$ cat config.mk
export PLATFORM = sky130hd
export DESIGN_NAME = keypad_scanner
export DESIGN_NICKNAME = d
export VERILOG_FILES = /design/src/rtl/keypad_scanner.sv
export SDC_FILE = /design/constraint.sdc
export NUM_CORES = 1
export LEC_CHECK = 0
export ABC_AREA = 0
export CORE_MARGIN = 4
export CORE_UTILIZATION = 35
export DETAILED_ROUTE_END_ITERATION = 16
export GPL_ROUTABILITY_DRIVEN = 0
export GPL_TIMING_DRIVEN = 0
export PLACE_DENSITY_LB_ADDON = 0.25
export SYNTH_ARGS = -nofsm -noshare
export SYNTH_HDL_FRONTEND = slang
export SYNTH_SLANG_ARGS = --single-unit
$ cat constraint.sdc
create_clock -name clk -period 1.65 [get_ports clk]
set_input_delay 0.165 -clock clk [delete_from_list [all_inputs] [get_ports clk]]
set_output_delay 0.165 -clock clk [all_outputs]
set_load 0.05 [all_outputs]
$ cat src/rtl/keypad_scanner.sv
module keypad_scanner (
  input  logic       clk,
  input  logic       rst,
  input  logic       scan_en,
  input  logic [3:0] col_n,
  output logic [3:0] row_oe,
  output logic [3:0] key_code,
  output logic       key_valid
);
  logic [1:0] row_q;
  logic       hold_q;
  logic       idle_seen_q;
  logic [3:0] code_q;
  logic [1:0] col_sel;
  logic       hit;

  function automatic logic [3:0] key_map(input logic [1:0] r, input logic [1:0] c);
    logic [3:0] v;
    case ({r, c})
      4'h0: v = 4'h1;  4'h1: v = 4'h2;  4'h2: v = 4'h3;  4'h3: v = 4'hA;
      4'h4: v = 4'h4;  4'h5: v = 4'h5;  4'h6: v = 4'h6;  4'h7: v = 4'hB;
      4'h8: v = 4'h7;  4'h9: v = 4'h8;  4'hA: v = 4'h9;  4'hB: v = 4'hC;
      4'hC: v = 4'hE;  4'hD: v = 4'h0;  4'hE: v = 4'hF;  default: v = 4'hD;
    endcase
    return v;
  endfunction

  assign hit = (col_n != 4'hF);

  always_comb begin
    col_sel = 2'd3;
    for (int i = 3; i >= 0; i--)
      if (!col_n[i]) col_sel = 2'(i);
  end

  always_ff @(posedge clk) begin
    if (rst) begin
      row_q       <= '0;
      hold_q      <= 1'b0;
      idle_seen_q <= 1'b0;
      code_q      <= '0;
    end else if (scan_en) begin
      if (!hold_q) begin
        if (hit) begin
          hold_q      <= 1'b1;
          idle_seen_q <= 1'b0;
          code_q      <= key_map(row_q, col_sel);
        end else begin
          row_q <= row_q + 2'd1;
        end
      end else if (hit) begin
        idle_seen_q <= 1'b0;
      end else if (idle_seen_q) begin
        hold_q      <= 1'b0;
        idle_seen_q <= 1'b0;
      end else begin
        idle_seen_q <= 1'b1;
      end
    end
  end

  assign row_oe    = 4'b0001 << row_q;
  assign key_code  = code_q;
  assign key_valid = hold_q;
endmodule


# == After elaboration in Yosys (flattened, before gate mapping) ==
# Memories as Yosys holds them, arrays and structs flattened. A register that Yosys moved wholly into a read port is not among the register bits.
# Index checks and enable logic that the tools add are counted.
# word_totals
register_bits,4
latchBits,0
ram_bits,0
mem_bits_ro,64
word_cells,23
n_memories,1
# mem_list
memory,words,word_bits,read_ports,rd_clocked_by_memory_dff,write_ports,line,text
(no name shown),16,4,1,1,0,19,"case ({r, c})"
# op_classes
n_addsub,1
mul,0
div_mod_pow,0
n_lt_le_gt_ge,0
n_eq_ne,1
shifts,1
muxes,10
n_bitwise,2
reduce_logical,4
# ops
operator,n
$mux W1,8
$reduce_and A3 Y1,2
$mux W2,2
$ne A4 B4 Y1 const B,1
$shl A1 B2 Y4 const A,1
$add A2 B1 Y2 const B,1
$not A1 Y1,2
$reduce_and A2 Y1,1
$reduce_bool A2 Y1,1

# == Logic depth before layout (Yosys ltp) ==
# logic_depth
word_depth,3
depth_mapped,5

# == Worst setup path after synthesis ==
# No wires, ideal clock.
# synth_timing
path_type,flip-flop to flip-flop
startpoint,register hold_q (netlist: key_valid)
endpoint,register code_q[0] (netlist: key_code[0])
setup_time_ps,136
arrival_time_ps,1246
required_ps,1514
setup_slack_ps,268
path_stages_with_launch,5
n_path_buf,1
cell_sequence,dfxtp_1 and2b_1 buf_6 a21oi_1 a311oi_2
# synth_via
elab_chain_len,2
# synth_lines
item,line,text
"start, declared",11,logic hold_q;
"start signal, assigned",39,hold_q <= 1'b0;
"start signal, assigned",45,hold_q <= 1'b1;
"start signal, assigned",54,hold_q <= 1'b0;
$not A1 Y1 (no line),n/a,
$reduce_and A3 Y1 (no line),n/a,
"end, declared",13,logic [3:0] code_q;
# No other way between the ends.
# A chain may end at the register's enable or synchronous reset.

# == Worst setup path after layout ==
# layout_timing
startpoint,register code_q[2] (netlist: key_code[2])
endpoint,output port key_code[2]
# layout_rtl
item,line,text
"end, declared",7,"output logic [3:0] key_code,"
# No word-level cell between the ends.

==> impl_summary.log <==
INFO  metric cts_tree = yes
INFO  metric finalNonFillerCells = 90
INFO  metric antenna_violations_before_repair = 0
INFO  metric clkTransAtPathRegs = about 0.050 ns
INFO  metric timing.critical_path.to_type = output pin
INFO  metric drv_slew = 0
INFO  metric core_area = ~0.0014 mm2
INFO  metric finalWorstPathRequiredPeriod = around 1.6 ns
INFO  metric timing.critical_path.cells = clkdlybuf4s50_1
INFO  metric power_per_cell_area = between 600 and 700 mW/mm2
INFO  metric netlist_instances = 59
INFO  metric max_cap_viol_count = 0
INFO  metric finalCoreUtilization = 0.508
INFO  metric grt_most_used_layer = met2
INFO  metric tritoncts_num_sinks = 8
INFO  metric initial_core_util = 0.390
INFO  metric dp_hpwl = between 900 and 1000 um
INFO  metric port_buffers = 13
INFO  metric setup_violations = 0
INFO  metric syn_area_per_cell = just over 9 um2
INFO  metric synth.cell_area = 539 um2
INFO  metric ys_seq_area_frac = 0.297
INFO  metric wl = between 1000 and 1500 um
INFO  metric max_slew.worst_pin.slew = 0.502 ns
INFO  metric first_iter_violations = 17
INFO  metric groute.usage.overall = 0.149
INFO  metric dieArea = 0.00223 mm2
INFO  metric outcome = finished clean
INFO  metric path_buf_inv = 1
INFO  metric maxClockFrequency = 632 MHz
INFO  metric grt_pass1_vias = ~520
INFO  metric met1_track_demand_over_resource_in_global_routing = 0.179
INFO  metric max_slew_margin = 0.664
INFO  metric postRouteAntennaNets = 0
INFO  metric vias = 516
INFO  metric report.power.total = between 400 and 500 uW
INFO  metric htree_levels = 1
INFO  metric grt-ovfl-total = 0
INFO  metric period_utilization_post_route = 0.958
INFO  metric cp_slowest_cell = sky130_fd_sc_hd__clkdlybuf4s50_1
INFO  metric hold_violations = 0
INFO  metric fin_worst_skew = about 0.0074 ns
INFO  metric final.hold.worst_slack = ~0.31 ns
INFO  metric remaining_drc_errors = 0
INFO  metric placementRows = 13
INFO  metric p_leak = 0.000270 uW
INFO  metric firstDrtPassIters = 4
INFO  metric ir_drop = 525 uV
INFO  metric synth.distinct_cells = 31
INFO  metric crit_fanout = 2
INFO  metric use_met2 = 0.235
INFO  metric cpPeakStageDelay = between 0.8 and 0.9 ns
INFO  metric cts-hold-fix-buffers = 0
INFO  metric numCtsBuffers = 3
INFO  metric mostFrequentLayoutCell = sky130_fd_sc_hd__clkdlybuf4s50_1
INFO  metric final_layout_size_suffix_gt1_frac = 0.227
INFO  metric chipWidth = around 47 um
INFO  metric num-fill-cells = between 100 and 150
INFO  metric synth_nets = 70
INFO  metric area_delta_synth_final = 30.2%
INFO  metric clock_tree_buffer_depth = 2
INFO  metric die_y = 47.3 um
INFO  metric yosysWarningCount = 0
INFO  metric timing.critical_path.max_delay_family = buffers and inverters
INFO  metric dp.cells = 87
INFO  metric mostFrequentLayoutCells = 8 x sky130_fd_sc_hd__clkdlybuf4s50_1, 7 x sky130_fd_sc_hd__dfxtp_1, 6 x sky130_fd_sc_hd__a21oi_1
INFO  metric final_nets = roughly 90
INFO  metric post_synthesis_register_bit_count = 8
INFO  metric grt_setup_unrepaired = no
INFO  metric wire_per_inst = between 10 and 15 um
INFO  metric global_route_track_usage_on_met3 = 0.0651
INFO  metric io_pins = 16
INFO  metric placement.cell_area = about 700 um2
INFO  metric n_diodes = 0
INFO  metric arrival = ~1.4 ns
INFO  metric layout.cell_area.non_filler = roughly 700 um2
INFO  metric grt_max_degree = 11
INFO  metric detail_route.vias_per_cell = about 5.7
INFO  metric timing.critical_path.from_type = flop
INFO  metric cts-root-buf = sky130_fd_sc_hd__clkbuf_4
INFO  metric critical_path_class = flop to output pin
INFO  metric timing.hold.worst.class = primary input to flop
INFO  metric clock_latency = approximately 0.26 ns
INFO  metric worst_ep_required_time = approximately 1.5 ns
INFO  metric first_pass_grt_wire_length = 2340 um
==> path summary, 6_finish.rpt <==
kind / from / to / slack, ns / depth (start not counted)
hold reg to reg: idle_seen_q / idle_seen_q / 0.52 / 1
setup reg to reg: row_q[0] / key_code[2] / 0.39 / 4
setup / recovery: key_code[2] / key_code[2] / 0.07 / 1
hold / removal: col_n[0] / key_code[3] / 0.31 / 3
==> kinds of logic after synthesis <==
family                   Yosys count  share of synthesized area
flip-flops                         8                      0.297
buffers and inverters              7                     0.0719
AND/OR/NAND/NOR                   18                      0.223
AO/OA/AOI/OAI                     22                      0.316
adder cells (fa/ha/maj)            4                     0.0928
==> cell usage after synthesis <==
library cell / number / area share
sky130_fd_sc_hd__nand3b_1: 2 / 0.028
sky130_fd_sc_hd__nand2b_1: 2 / 0.023
sky130_fd_sc_hd__a311oi_2: 2 / 0.056
sky130_fd_sc_hd__dfxtp_1: 8 / 0.30
sky130_fd_sc_hd__nor4_2: 1 / 0.023
sky130_fd_sc_hd__a31o_1: 1 / 0.016
sky130_fd_sc_hd__o2111ai_1: 1 / 0.016
sky130_fd_sc_hd__and4_2: 1 / 0.019
sky130_fd_sc_hd__clkbuf_1: 1 / 0.0070
sky130_fd_sc_hd__nand4_2: 1 / 0.023
sky130_fd_sc_hd__a21boi_0: 1 / 0.014
sky130_fd_sc_hd__nand2_1: 3 / 0.021
sky130_fd_sc_hd__nand3_1: 3 / 0.028
sky130_fd_sc_hd__ha_1: 4 / 0.093
sky130_fd_sc_hd__and2b_1: 1 / 0.014
sky130_fd_sc_hd__buf_6: 1 / 0.021
sky130_fd_sc_hd__nor2_2: 1 / 0.012
sky130_fd_sc_hd__buf_4: 1 / 0.014
sky130_fd_sc_hd__a21oi_1: 6 / 0.056
sky130_fd_sc_hd__or2_2: 1 / 0.012
sky130_fd_sc_hd__nor2_1: 1 / 0.0070
sky130_fd_sc_hd__o21ai_0: 2 / 0.019
sky130_fd_sc_hd__inv_1: 3 / 0.021
sky130_fd_sc_hd__o211ai_1: 3 / 0.042
sky130_fd_sc_hd__or2b_1: 1 / 0.014
sky130_fd_sc_hd__a21o_1: 2 / 0.028
sky130_fd_sc_hd__o21ai_1: 1 / 0.0093
sky130_fd_sc_hd__a311oi_1: 1 / 0.016
sky130_fd_sc_hd__o41ai_2: 1 / 0.030
sky130_fd_sc_hd__buf_2: 1 / 0.0093
sky130_fd_sc_hd__a22oi_1: 1 / 0.014
==> cell type report <==
type,count,area [um2],share of cell area
plain buffers,4,30.0,0.0428
inverters,3,11.3,0.0160
repair buffers,13,118,0.168
clock buffers,3,22.5,0.0321
well taps,15,18.8,0.0267
multi-input cells,44,340,0.485
flip-flops and latches,8,161,0.230
==> sequential cells by signal (all words and copies together), names as in the netlist <==
register,flops
idle_seen_q,1
row_q,2
key_valid,1
key_code,4
==> layer usage <==
layer,wire (um),part of all wire
met1,548,0.44
met2,599,0.48
met5,0,0
met3,88,0.070
met4,17,0.014
==> worst min-delay path, delay by kind of cell <==
| family | cells | cell delay, ns |
|---|---|---|
| AOI/OAI and AO/OA | 1 | 0.09 |
| buffers and inverters | 1 | 0.15 |
| and+or+nand+nor | 1 | 0.11 |
==> power breakdown <==
group          internal (uW)  total [uW]  switching (uW)  leakage [uW]
Combinational           46.0         118            72.4      0.000190
Sequential               202         208            5.97     0.0000660
Clock                   83.1         148            64.6     0.0000138
Total                    331         474             143      0.000270
==> repair_timing <==
| action | CTS | global route |
|---|---|---|
| setup buffers | 0 | 0 |
| endpoints found under the setup margin | 5 | 3 |
| resized for setup | 8 | 6 |
| hold endpoints to repair | 0 | 0 |
==> metrics by stage <==
| stage | setup WS (ns) | TNS (ns) |
|---|---|---|
| CTS | -0.101 | -0.101 |
| floorplan | 0.268 | 0 |
| global placement | -0.0714 | -0.166 |
| global route | 0.00450 | 0 |
| finish | 0.0687 | 0 |
| detailed placement | -0.107 | -0.225 |
(Power assumes the default switching activity.)
